<file path="config.mk">
export PLATFORM = sky130hd
export DESIGN_NAME = sdram_pwrup_seq
export DESIGN_NICKNAME = d
export VERILOG_FILES = /design/src/rtl/sdram_init_pkg.sv /design/src/rtl/sdram_init_timer.sv /design/src/rtl/sdram_cmd_drive.sv /design/src/rtl/sdram_pwrup_seq.sv
export SDC_FILE = /design/constraint.sdc
export NUM_CORES = 1
export LEC_CHECK = 0
export BUFFER_PORTS_ARGS = -buffer_cell sky130_fd_sc_hd__buf_4
export CORE_UTILIZATION = 52
export DETAILED_ROUTE_END_ITERATION = 12
export PLACE_DENSITY = 0.84
export SYNTH_ARGS = -nofsm -noshare
export SYNTH_HDL_FRONTEND = slang
export SYNTH_SLANG_ARGS = --single-unit
</file>
<file path="constraint.sdc">
create_clock -name clk -period 2.75 [get_ports clk]
set_clock_uncertainty 0.1 [all_clocks]
set_input_delay 0.55 -clock clk [delete_from_list [all_inputs] [get_ports clk]]
set_output_delay 0.55 -clock clk [all_outputs]
set_load 0.01 [all_outputs]
</file>
<file path="src/rtl/sdram_init_pkg.sv">
package sdram_init_pkg;

    // Command pins packed as {cs_n, ras_n, cas_n, we_n}
    typedef enum logic [3:0] {
        CMD_MRS = 4'b0000,
        CMD_REF = 4'b0001,
        CMD_PRE = 4'b0010,
        CMD_NOP = 4'b0111
    } sd_cmd_e;

    typedef enum logic [2:0] {
        S_PAUSE,
        S_PRECHARGE,
        S_WAIT_RP,
        S_REFRESH,
        S_WAIT_RFC,
        S_LOAD_MODE,
        S_WAIT_MRD,
        S_READY
    } init_state_e;

    // Address bit that widens a precharge to every bank
    localparam int ALL_BANKS_BIT = 10;

endpackage

</file>
<file path="src/rtl/sdram_init_timer.sv">
module sdram_init_timer #(
    parameter int W       = 16,
    parameter int RST_VAL = 1
) (
    input  logic         clk,
    input  logic         rst_n,
    input  logic         load,
    input  logic [W-1:0] load_val,
    output logic         last_tick
);

    logic [W-1:0] cnt_q;

    // Reset value is the power-on pause, so counting starts at release
    always_ff @(posedge clk or negedge rst_n) begin
        if (!rst_n) begin
            cnt_q <= W'(RST_VAL);
        end else if (load) begin
            cnt_q <= load_val;
        end else if (cnt_q != '0) begin
            cnt_q <= cnt_q - 1'b1;
        end
    end

    // One clock left in the current wait
    assign last_tick = (cnt_q == W'(1));

endmodule

</file>
<file path="src/rtl/sdram_cmd_drive.sv">
module sdram_cmd_drive
    import sdram_init_pkg::*;
(
    input  sd_cmd_e cmd,
    output logic    cs_n,
    output logic    ras_n,
    output logic    cas_n,
    output logic    we_n
);

    always_comb begin
        cs_n  = cmd[3];
        ras_n = cmd[2];
        cas_n = cmd[1];
        we_n  = cmd[0];
    end

endmodule

</file>
<file path="src/rtl/sdram_pwrup_seq.sv">
module sdram_pwrup_seq
    import sdram_init_pkg::*;
#(
    parameter int CLK_MHZ  = 100,
    parameter int PAUSE_US = 200,
    parameter int T_RP     = 3,
    parameter int T_RFC    = 8,
    parameter int T_MRD    = 2,
    parameter int MIN_REF  = 8,
    parameter int REF_W    = 4,
    parameter int ADDR_W   = 13,
    parameter int MODE_W   = 12,
    parameter int BANK_W   = 2
) (
    input  logic              clk,
    input  logic              rst_n,
    input  logic [MODE_W-1:0] cfg_mode,
    input  logic              cfg_ref_first,
    input  logic [REF_W-1:0]  cfg_ref_num,
    output logic              sd_cke,
    output logic              sd_dqm,
    output logic              sd_cs_n,
    output logic              sd_ras_n,
    output logic              sd_cas_n,
    output logic              sd_we_n,
    output logic [ADDR_W-1:0] sd_addr,
    output logic [BANK_W-1:0] sd_ba,
    output logic              init_done
);

    localparam int PAUSE_CLKS = CLK_MHZ * PAUSE_US;
    localparam int MAX_WAIT   = (PAUSE_CLKS > T_RFC) ?
                                ((PAUSE_CLKS > T_RP) ? PAUSE_CLKS : T_RP) :
                                ((T_RFC > T_RP) ? T_RFC : T_RP);
    localparam int TMR_W      = $clog2(MAX_WAIT + 1);

    init_state_e state_q, state_d;
    sd_cmd_e     cmd;
    logic [REF_W-1:0] ref_cnt_q;
    logic [REF_W-1:0] ref_target;
    logic             refs_owed;
    logic             mode_loaded_q;
    logic             tmr_load;
    logic [TMR_W-1:0] tmr_val;
    logic             tmr_last;

    // Refresh count is never below the minimum
    assign ref_target = (cfg_ref_num < REF_W'(MIN_REF)) ? REF_W'(MIN_REF) : cfg_ref_num;
    assign refs_owed  = (ref_cnt_q < ref_target);

    // Shared wait counter: each command state loads its own recovery time
    always_comb begin
        tmr_load = 1'b0;
        tmr_val  = '0;
        unique case (state_q)
            S_PRECHARGE: begin
                tmr_load = 1'b1;
                tmr_val  = TMR_W'(T_RP - 1);
            end
            S_REFRESH: begin
                tmr_load = 1'b1;
                tmr_val  = TMR_W'(T_RFC - 1);
            end
            S_LOAD_MODE: begin
                tmr_load = 1'b1;
                tmr_val  = TMR_W'(T_MRD - 1);
            end
            default: begin
                tmr_load = 1'b0;
                tmr_val  = '0;
            end
        endcase
    end

    sdram_init_timer #(
        .W       (TMR_W),
        .RST_VAL (PAUSE_CLKS)
    ) u_timer (
        .clk       (clk),
        .rst_n     (rst_n),
        .load      (tmr_load),
        .load_val  (tmr_val),
        .last_tick (tmr_last)
    );

    // State register
    always_ff @(posedge clk or negedge rst_n) begin
        if (!rst_n) begin
            state_q <= S_PAUSE;
        end else begin
            state_q <= state_d;
        end
    end

    // Progress registers: refreshes issued, mode already loaded
    always_ff @(posedge clk or negedge rst_n) begin
        if (!rst_n) begin
            ref_cnt_q     <= '0;
            mode_loaded_q <= 1'b0;
        end else begin
            if (state_q == S_REFRESH) begin
                ref_cnt_q <= ref_cnt_q + 1'b1;
            end
            if (state_q == S_LOAD_MODE) begin
                mode_loaded_q <= 1'b1;
            end
        end
    end

    // Next state
    always_comb begin
        state_d = state_q;
        unique case (state_q)
            S_PAUSE: begin
                if (tmr_last) state_d = S_PRECHARGE;
            end
            S_PRECHARGE: state_d = S_WAIT_RP;
            S_WAIT_RP: begin
                if (tmr_last) state_d = cfg_ref_first ? S_REFRESH : S_LOAD_MODE;
            end
            S_REFRESH: state_d = S_WAIT_RFC;
            S_WAIT_RFC: begin
                if (tmr_last) begin
                    if (refs_owed)           state_d = S_REFRESH;
                    else if (!mode_loaded_q) state_d = S_LOAD_MODE;
                    else                     state_d = S_READY;
                end
            end
            S_LOAD_MODE: state_d = S_WAIT_MRD;
            S_WAIT_MRD: begin
                if (tmr_last) state_d = refs_owed ? S_REFRESH : S_READY;
            end
            S_READY: state_d = S_READY;
            default: state_d = S_PAUSE;
        endcase
    end

    // Outputs (Moore)
    always_comb begin
        cmd       = CMD_NOP;
        sd_addr   = '0;
        sd_ba     = '0;
        sd_cke    = 1'b1;
        sd_dqm    = 1'b1;
        init_done = 1'b0;
        unique case (state_q)
            S_PRECHARGE: begin
                cmd                    = CMD_PRE;
                sd_addr[ALL_BANKS_BIT] = 1'b1;
            end
            S_REFRESH: cmd = CMD_REF;
            S_LOAD_MODE: begin
                cmd     = CMD_MRS;
                sd_addr = ADDR_W'(cfg_mode);
            end
            S_READY: begin
                sd_dqm    = 1'b0;
                init_done = 1'b1;
            end
            default: cmd = CMD_NOP;
        endcase
    end

    sdram_cmd_drive u_drive (
        .cmd   (cmd),
        .cs_n  (sd_cs_n),
        .ras_n (sd_ras_n),
        .cas_n (sd_cas_n),
        .we_n  (sd_we_n)
    );

endmodule

</file>
==> reports/qor.json, run 1 <==
{
  "grt": {
    "global_route_wire_length_before_repair_um": 5750,
    "grt.busiest_layer": "met2",
    "met2_usage_pct": 39.9,
    "grt_util_met3_pct": 3.75,
    "grt_pass1_vias": 1305,
    "grt.overflow.total": 0,
    "grtUsageTotal_pct": 23.8,
    "grtUsageMet1_pct": 30.2,
    "pin_count_of_the_biggest_net_entering_global_routing": 24,
    "grt_antenna_before_repair": 0
  },
  "cts": {
    "clock_tree.buffer_depth": 2,
    "cts-hold-fix-buffers": 0,
    "htree_levels": 1,
    "cts_num_sinks": 23,
    "clk-insertion-delay-late_ns": 0.32,
    "clk_tree_root_cell": "sky130_fd_sc_hd__clkbuf_4",
    "cts_made_buffers": 3,
    "worst_setup_hold_path_clk_slew_ns": 0.13,
    "cts.repair_timing.setup_buffer_count": 0,
    "cts_repair_resize_count": 0,
    "clock_tree_from_tritoncts": "yes"
  },
  "route": {
    "totalWireLength_um": 3390,
    "antenna_left": 0,
    "drcViolationCount": 0,
    "detailroute.via_count": 1302,
    "first_pass_iters": 4,
    "routedWlPerCell_um": 14.9,
    "drt_iter0_drc": 36,
    "vias_per_cell": 5.71
  },
  "critical_path": {
    "setup.worst_path.start_class": "register",
    "worst_ep_required_time_ns": 2.91,
    "cell_with_the_largest_stage_delay_on_the_worst_path": "sky130_fd_sc_hd__or4_1",
    "most_frequent_cell_on_the_critical_path": "sky130_fd_sc_hd__or4_1",
    "critPathMaxStageDelay_ns": 0.70,
    "reg2reg_slack_ns": 0.36,
    "critical_path.cell_chain": "or4_1 -> or4_4 -> or4_1 -> nand3_1",
    "maximum_fanout_along_the_worst_path": 9,
    "cp_top_family": "simple AND/OR/NAND/NOR gates",
    "critPathArrivalTime_ns": 2.55,
    "cp_num_buf_inv": 0,
    "timing.critical_path.to_type": "register",
    "crit_type": "reg -> reg",
    "crit_start": "u_timer.cnt_q[12]",
    "crit-reg2reg-launch": "u_timer.cnt_q[12]"
  },
  "sta": {
    "totalNegativeSetupSlack_ns": 0,
    "tightest_slew_ns": 0.641,
    "normalized_max_slew_margin_pct": 56.9,
    "worst_hold_slack_ns": 0.00176,
    "timing.final.setup_violations": 0,
    "finalHoldViolCount": 0,
    "period_share_pct": 86.9,
    "finalWorstPathRequiredPeriod_ns": 2.39,
    "postLayoutSetupSlackWorst_ns": 0.359,
    "drv_slew": 0,
    "rsz_0062_raised_after_global_routing": "false",
    "fmax_mhz": 418
  },
  "place": {
    "portBuffers": 35,
    "dpl-instance-area_um2": 1740,
    "gpl.final_weighted_congestion": 0.869,
    "dpl_worst_slack_ns": 0.401,
    "numPlacedInstances": 224,
    "dp.final_hpwl_um": 2640
  },
  "finish": {
    "layout.area.seq_um2": 582,
    "layout.core_utilization_pct": 64.6,
    "nFillCells": 242,
    "syn_to_final_growth_pct": 18.8,
    "post_route_cells_drive_above_1_share_pct": 26.4,
    "instances_no_fill": 228,
    "num-nets-final": 223,
    "final_design_area_no_fill_um2": 1770,
    "multi_input_comb_area_um2": 818,
    "antenna-diode-count": 0
  },
  "die": {
    "chipHeight_um": 55.5,
    "chipWidth_um": 55.5,
    "num_io_pins": 41,
    "placeableCoreArea_um2": 2730,
    "die_area_um2": 3080,
    "start_util_pct": 54.4,
    "placement_rows": 19
  },
  "yosys": {
    "seq_area_frac_synth_pct": 39.1,
    "avgSynthCellArea_um2": 9.01,
    "synthTopCellsByCount": "sky130_fd_sc_hd__dfrtp_1, sky130_fd_sc_hd__nand2_1, sky130_fd_sc_hd__a21oi_1, sky130_fd_sc_hd__and2_1, sky130_fd_sc_hd__or4_1",
    "yosysWarningCount": 0,
    "synth_edf_count": 0,
    "synthTopCellsByArea": "sky130_fd_sc_hd__dfrtp_1, sky130_fd_sc_hd__dfstp_2, sky130_fd_sc_hd__ha_1",
    "ys.flop_type": "sky130_fd_sc_hd__dfrtp_1",
    "most_used_standard_cell_by_instance_count_after_synthesis": "sky130_fd_sc_hd__dfrtp_1",
    "synthArstFlopShare_pct": 100,
    "yosys.area.top_type_share_pct": 30.3,
    "synth_cell_type_count": 39,
    "post_synthesis_instance_total": 165,
    "synth_largest_area_cell": "sky130_fd_sc_hd__dfrtp_1",
    "synth.cell_area_um2": 1490,
    "postSynthRegisterBits": 23
  },
  "hold_path": {
    "min_path_type": "in -> async"
  },
  "pwr": {
    "p_leak_nw": 0.923,
    "vdd_drop_max_mv": 0.231,
    "finalPower_uw": 530,
    "power_density_nw_per_um2": 300
  },
  "flow_run": {
    "maxCapViolCount": 0
  },
  "status": {
    "status": "complete, no violations"
  }
}
-- flip-flops by register name (all words and copies together) (netlist names) --
signal / cells
u_timer.cnt_q: 15
ref_cnt_q: 4
state_q: 3
mode_loaded_q: 1
-- layout make-up --
cell class              instances  area share [%]
clock buffers                   4            1.49
well taps                      31            2.20
flip-flops and latches         23            33.0
repair buffers                 36            15.3
inverters                       8            1.70
multi-input cells             126            46.4
-- cells by family after synthesis --
family	synth area share (%)
compound gates	13.3
other cells	0.505
buf+inv	6.57
mux	2.78
xor+xnor	2.95
flops	39.1
simple gates	29.7
fa+ha+maj	5.05
-- path summary, 6_finish.rpt --
path,to,cells past startpoint
min reg2reg,mode_loaded_q,1
max,state_q[2],4
min,u_timer.cnt_q[2],1
max reg2reg,state_q[2],4
min in group clk,mode_loaded_q,1
max in group asynchronous,u_timer.cnt_q[11],1
-- layer usage --
layer	share of wire [%]	wire, um
met2	52	1760
met5	0	0
met4	1.2	42
met3	3.4	114
met1	43	1470
-- where the power goes --
part	total (mW)	switching (mW)	internal [mW]
logic	0.0316	0.0143	0.0173
registers	0.339	0	0.339
clock network	0.160	0.103	0.0568
total	0.530	0.118	0.413
-- cells in the final DEF (no fill, tap or decap), types with 3 or more instances in the layout --
master,Yosys,final
sky130_fd_sc_hd__a21oi_1,13,13
sky130_fd_sc_hd__and2_1,11,11
sky130_fd_sc_hd__buf_4,5,36
sky130_fd_sc_hd__clkbuf_4,0,3
sky130_fd_sc_hd__conb_1,2,5
sky130_fd_sc_hd__dfrtp_1,18,18
sky130_fd_sc_hd__dfstp_2,5,5
sky130_fd_sc_hd__ha_1,6,6
sky130_fd_sc_hd__inv_1,8,8
sky130_fd_sc_hd__mux2i_1,3,3
sky130_fd_sc_hd__nand2_1,14,14
sky130_fd_sc_hd__nand2b_1,7,7
sky130_fd_sc_hd__nand3_1,4,4
sky130_fd_sc_hd__nor2_1,8,8
sky130_fd_sc_hd__nor4_1,4,4
sky130_fd_sc_hd__o21ai_0,7,7
sky130_fd_sc_hd__o31ai_1,3,3
sky130_fd_sc_hd__or2_2,3,3
sky130_fd_sc_hd__or3_1,4,4
sky130_fd_sc_hd__or4_1,9,9
sky130_fd_sc_hd__xnor2_1,3,3
Power figures use the tool's default switching activity.
==> run 2, diff against run 1 <==
--- a/config.mk
+++ b/config.mk
@@ -6,9 +6,9 @@
 export NUM_CORES = 1
 export LEC_CHECK = 0
 export BUFFER_PORTS_ARGS = -buffer_cell sky130_fd_sc_hd__buf_4
-export CORE_UTILIZATION = 52
+export CORE_UTILIZATION = 28
 export DETAILED_ROUTE_END_ITERATION = 12
-export PLACE_DENSITY = 0.84
+export PLACE_DENSITY = 0.53
 export SYNTH_ARGS = -nofsm -noshare
 export SYNTH_HDL_FRONTEND = slang
 export SYNTH_SLANG_ARGS = --single-unit
==> run 2 against run 1 <==
  * Final cell count grew 18%
  * Combinational power down 3%
  * Via count shrank 2.9%
  * Worst setup slack better by 0.0085 ns
  * Sequential cell count unchanged
  * Die area is 82% higher
  * Sequential share of layout area decreased by 1.4 points
  * Non-clock buffer count up 1
  * Clock-buffer cell count decreased by 1
  * Worst hold slack improved by 0.065 ns
  * Critical path depth is the same
==> reports/qor.json, run 2 (synthesis gave the netlist of run 1 again) <==
{
  "die": {
    "chipWidth_um": 74.9,
    "placement_rows": 26,
    "die_area_um2": 5600,
    "start_util_pct": 29.1,
    "placeableCoreArea_um2": 5110,
    "chipHeight_um": 74.9,
    "num_io_pins": 41
  },
  "sta": {
    "tightest_slew_ns": 0.526,
    "postLayoutSetupSlackWorst_ns": 0.367,
    "totalNegativeSetupSlack_ns": 0,
    "rsz_0062_raised_after_global_routing": "false",
    "normalized_max_slew_margin_pct": 64.7,
    "worst_hold_slack_ns": 0.0672,
    "finalWorstPathRequiredPeriod_ns": 2.38,
    "period_share_pct": 86.6,
    "drv_slew": 0,
    "timing.final.setup_violations": 0,
    "fmax_mhz": 420,
    "finalHoldViolCount": 0
  },
  "grt": {
    "grtUsageTotal_pct": 13.0,
    "global_route_wire_length_before_repair_um": 5470,
    "grt_pass1_vias": 1155,
    "pin_count_of_the_biggest_net_entering_global_routing": 24,
    "grt_antenna_before_repair": 0,
    "grt.overflow.total": 0
  },
  "route": {
    "drcViolationCount": 0,
    "drt_iter0_drc": 36,
    "routedWlPerCell_um": 12.3,
    "detailroute.via_count": 1264,
    "first_pass_iters": 4,
    "vias_per_cell": 4.72,
    "antenna_left": 0,
    "totalWireLength_um": 3310
  },
  "place": {
    "gpl.final_weighted_congestion": 0.676,
    "portBuffers": 35,
    "dpl_worst_slack_ns": 0.383,
    "dpl-instance-area_um2": 1800,
    "dp.final_hpwl_um": 2510
  },
  "cts": {
    "cts-hold-fix-buffers": 0,
    "worst_setup_hold_path_clk_slew_ns": 0.08,
    "clk-insertion-delay-late_ns": 0.26,
    "clock_tree_from_tritoncts": "yes",
    "clock_tree.buffer_depth": 2,
    "clk_tree_root_cell": "sky130_fd_sc_hd__clkbuf_8",
    "cts_repair_resize_count": 0,
    "cts.repair_timing.setup_buffer_count": 0,
    "cts_num_sinks": 23,
    "cts_made_buffers": 3,
    "htree_levels": 1
  },
  "finish": {
    "final_cell_mix": "sky130_fd_sc_hd__buf_4, sky130_fd_sc_hd__dfrtp_1, sky130_fd_sc_hd__nand2_1",
    "antenna-diode-count": 0,
    "regs_by_ff_count": "u_timer.cnt_q: 15 flops, ref_cnt_q: 4 flops, state_q: 3 flops",
    "post_route_cells_drive_above_1_share_pct": 27.3,
    "final_design_area_no_fill_um2": 1840,
    "multi_input_comb_area_um2": 818,
    "most_frequent_standard_cell_in_the_layout_excluding_fill_and_tap_cells": "sky130_fd_sc_hd__buf_4",
    "syn_to_final_growth_pct": 23.9,
    "top_register": "u_timer.cnt_q",
    "nFillCells": 557,
    "num-nets-final": 224,
    "layout.core_utilization_pct": 36.1,
    "layout.area.seq_um2": 582,
    "largest_register_ff_count": 15
  },
  "pwr": {
    "vdd_drop_max_mv": 0.158,
    "power_density_nw_per_um2": 316,
    "p_leak_nw": 0.938
  },
  "hold_path": {
    "min_path_type": "in -> async"
  },
  "critical_path": {
    "setup.worst_path.start_class": "register",
    "timing.critical_path.to_type": "register",
    "reg2reg_slack_ns": 0.37,
    "maximum_fanout_along_the_worst_path": 9,
    "worst_ep_required_time_ns": 2.85,
    "critPathArrivalTime_ns": 2.49,
    "crit_type": "reg -> reg"
  },
  "status": {
    "status": "complete, no violations"
  },
  "flow_run": {
    "maxCapViolCount": 0
  }
}
[run 2: changes by cell type in the layout (fill, tap and decap cells not counted)]
cell / before / now
sky130_fd_sc_hd__buf_4: 36 / 37
sky130_fd_sc_hd__clkbuf_1: 1 / 0
sky130_fd_sc_hd__clkbuf_4: 3 / 0
sky130_fd_sc_hd__clkbuf_8: 0 / 3
sky130_fd_sc_hd__clkinv_2: 0 / 1
[run 2: final timing paths]
| check | startpoint | to | cells past startpoint |
|---|---|---|---|
| worst max-delay path | u_timer.cnt_q[12] | state_q[2] | 4 |
| worst min-delay path | rst_n | u_timer.cnt_q[7] | 1 |
| worst max register to register | u_timer.cnt_q[12] | state_q[2] | 4 |
| worst min register to register | mode_loaded_q | mode_loaded_q | 1 |
| max in group asynchronous | rst_n | u_timer.cnt_q[14] | 1 |
| min in group clk | mode_loaded_q | mode_loaded_q | 1 |
[run 2: routing by layer]
| metal | GRT usage, % | vias up | wire (um) |
|---|---|---|---|
| li1 | - | 653 | - |
| met5 | 0 | - | 0 |
| met3 | 1.61 | 2 | 50 |
| met4 | 3.77 | 0 | 23 |
| met1 | 17.8 | 595 | 1680 |
| met2 | 21.4 | 14 | 1550 |
[run 2: final cells by class]
cell class              count  share of cell area (%)
multi-input cells         126                    44.4
flip-flops and latches     23                    31.6
repair buffers             37                    15.1
well taps                  70                    4.76
clock buffers               3                    2.24
inverters                   8                    1.63
clock inverters             1                   0.272
[run 2: metrics by stage]
step           total power [mW]  instances
3_3_place_gp              0.376        264
5_1_grt                   0.612        268
6_report                  0.582        268
2_1_floorplan             0.355        168
4_1_cts                   0.595        268
3_5_place_dp              0.377        264
[run 2: critical path, cell delays in order, from the launching register on]
cell                      delay, ns
sky130_fd_sc_hd__dfrtp_1       0.40
sky130_fd_sc_hd__or4_1         0.70
sky130_fd_sc_hd__or4_4         0.62
sky130_fd_sc_hd__or4_1         0.42
sky130_fd_sc_hd__nand3_1       0.09
[run 2: report_power, final]
part           switching, mW  internal [mW]  total (mW)
combinational         0.0135         0.0173      0.0308
sequential                 0          0.338       0.338
clock                  0.112          0.101       0.213
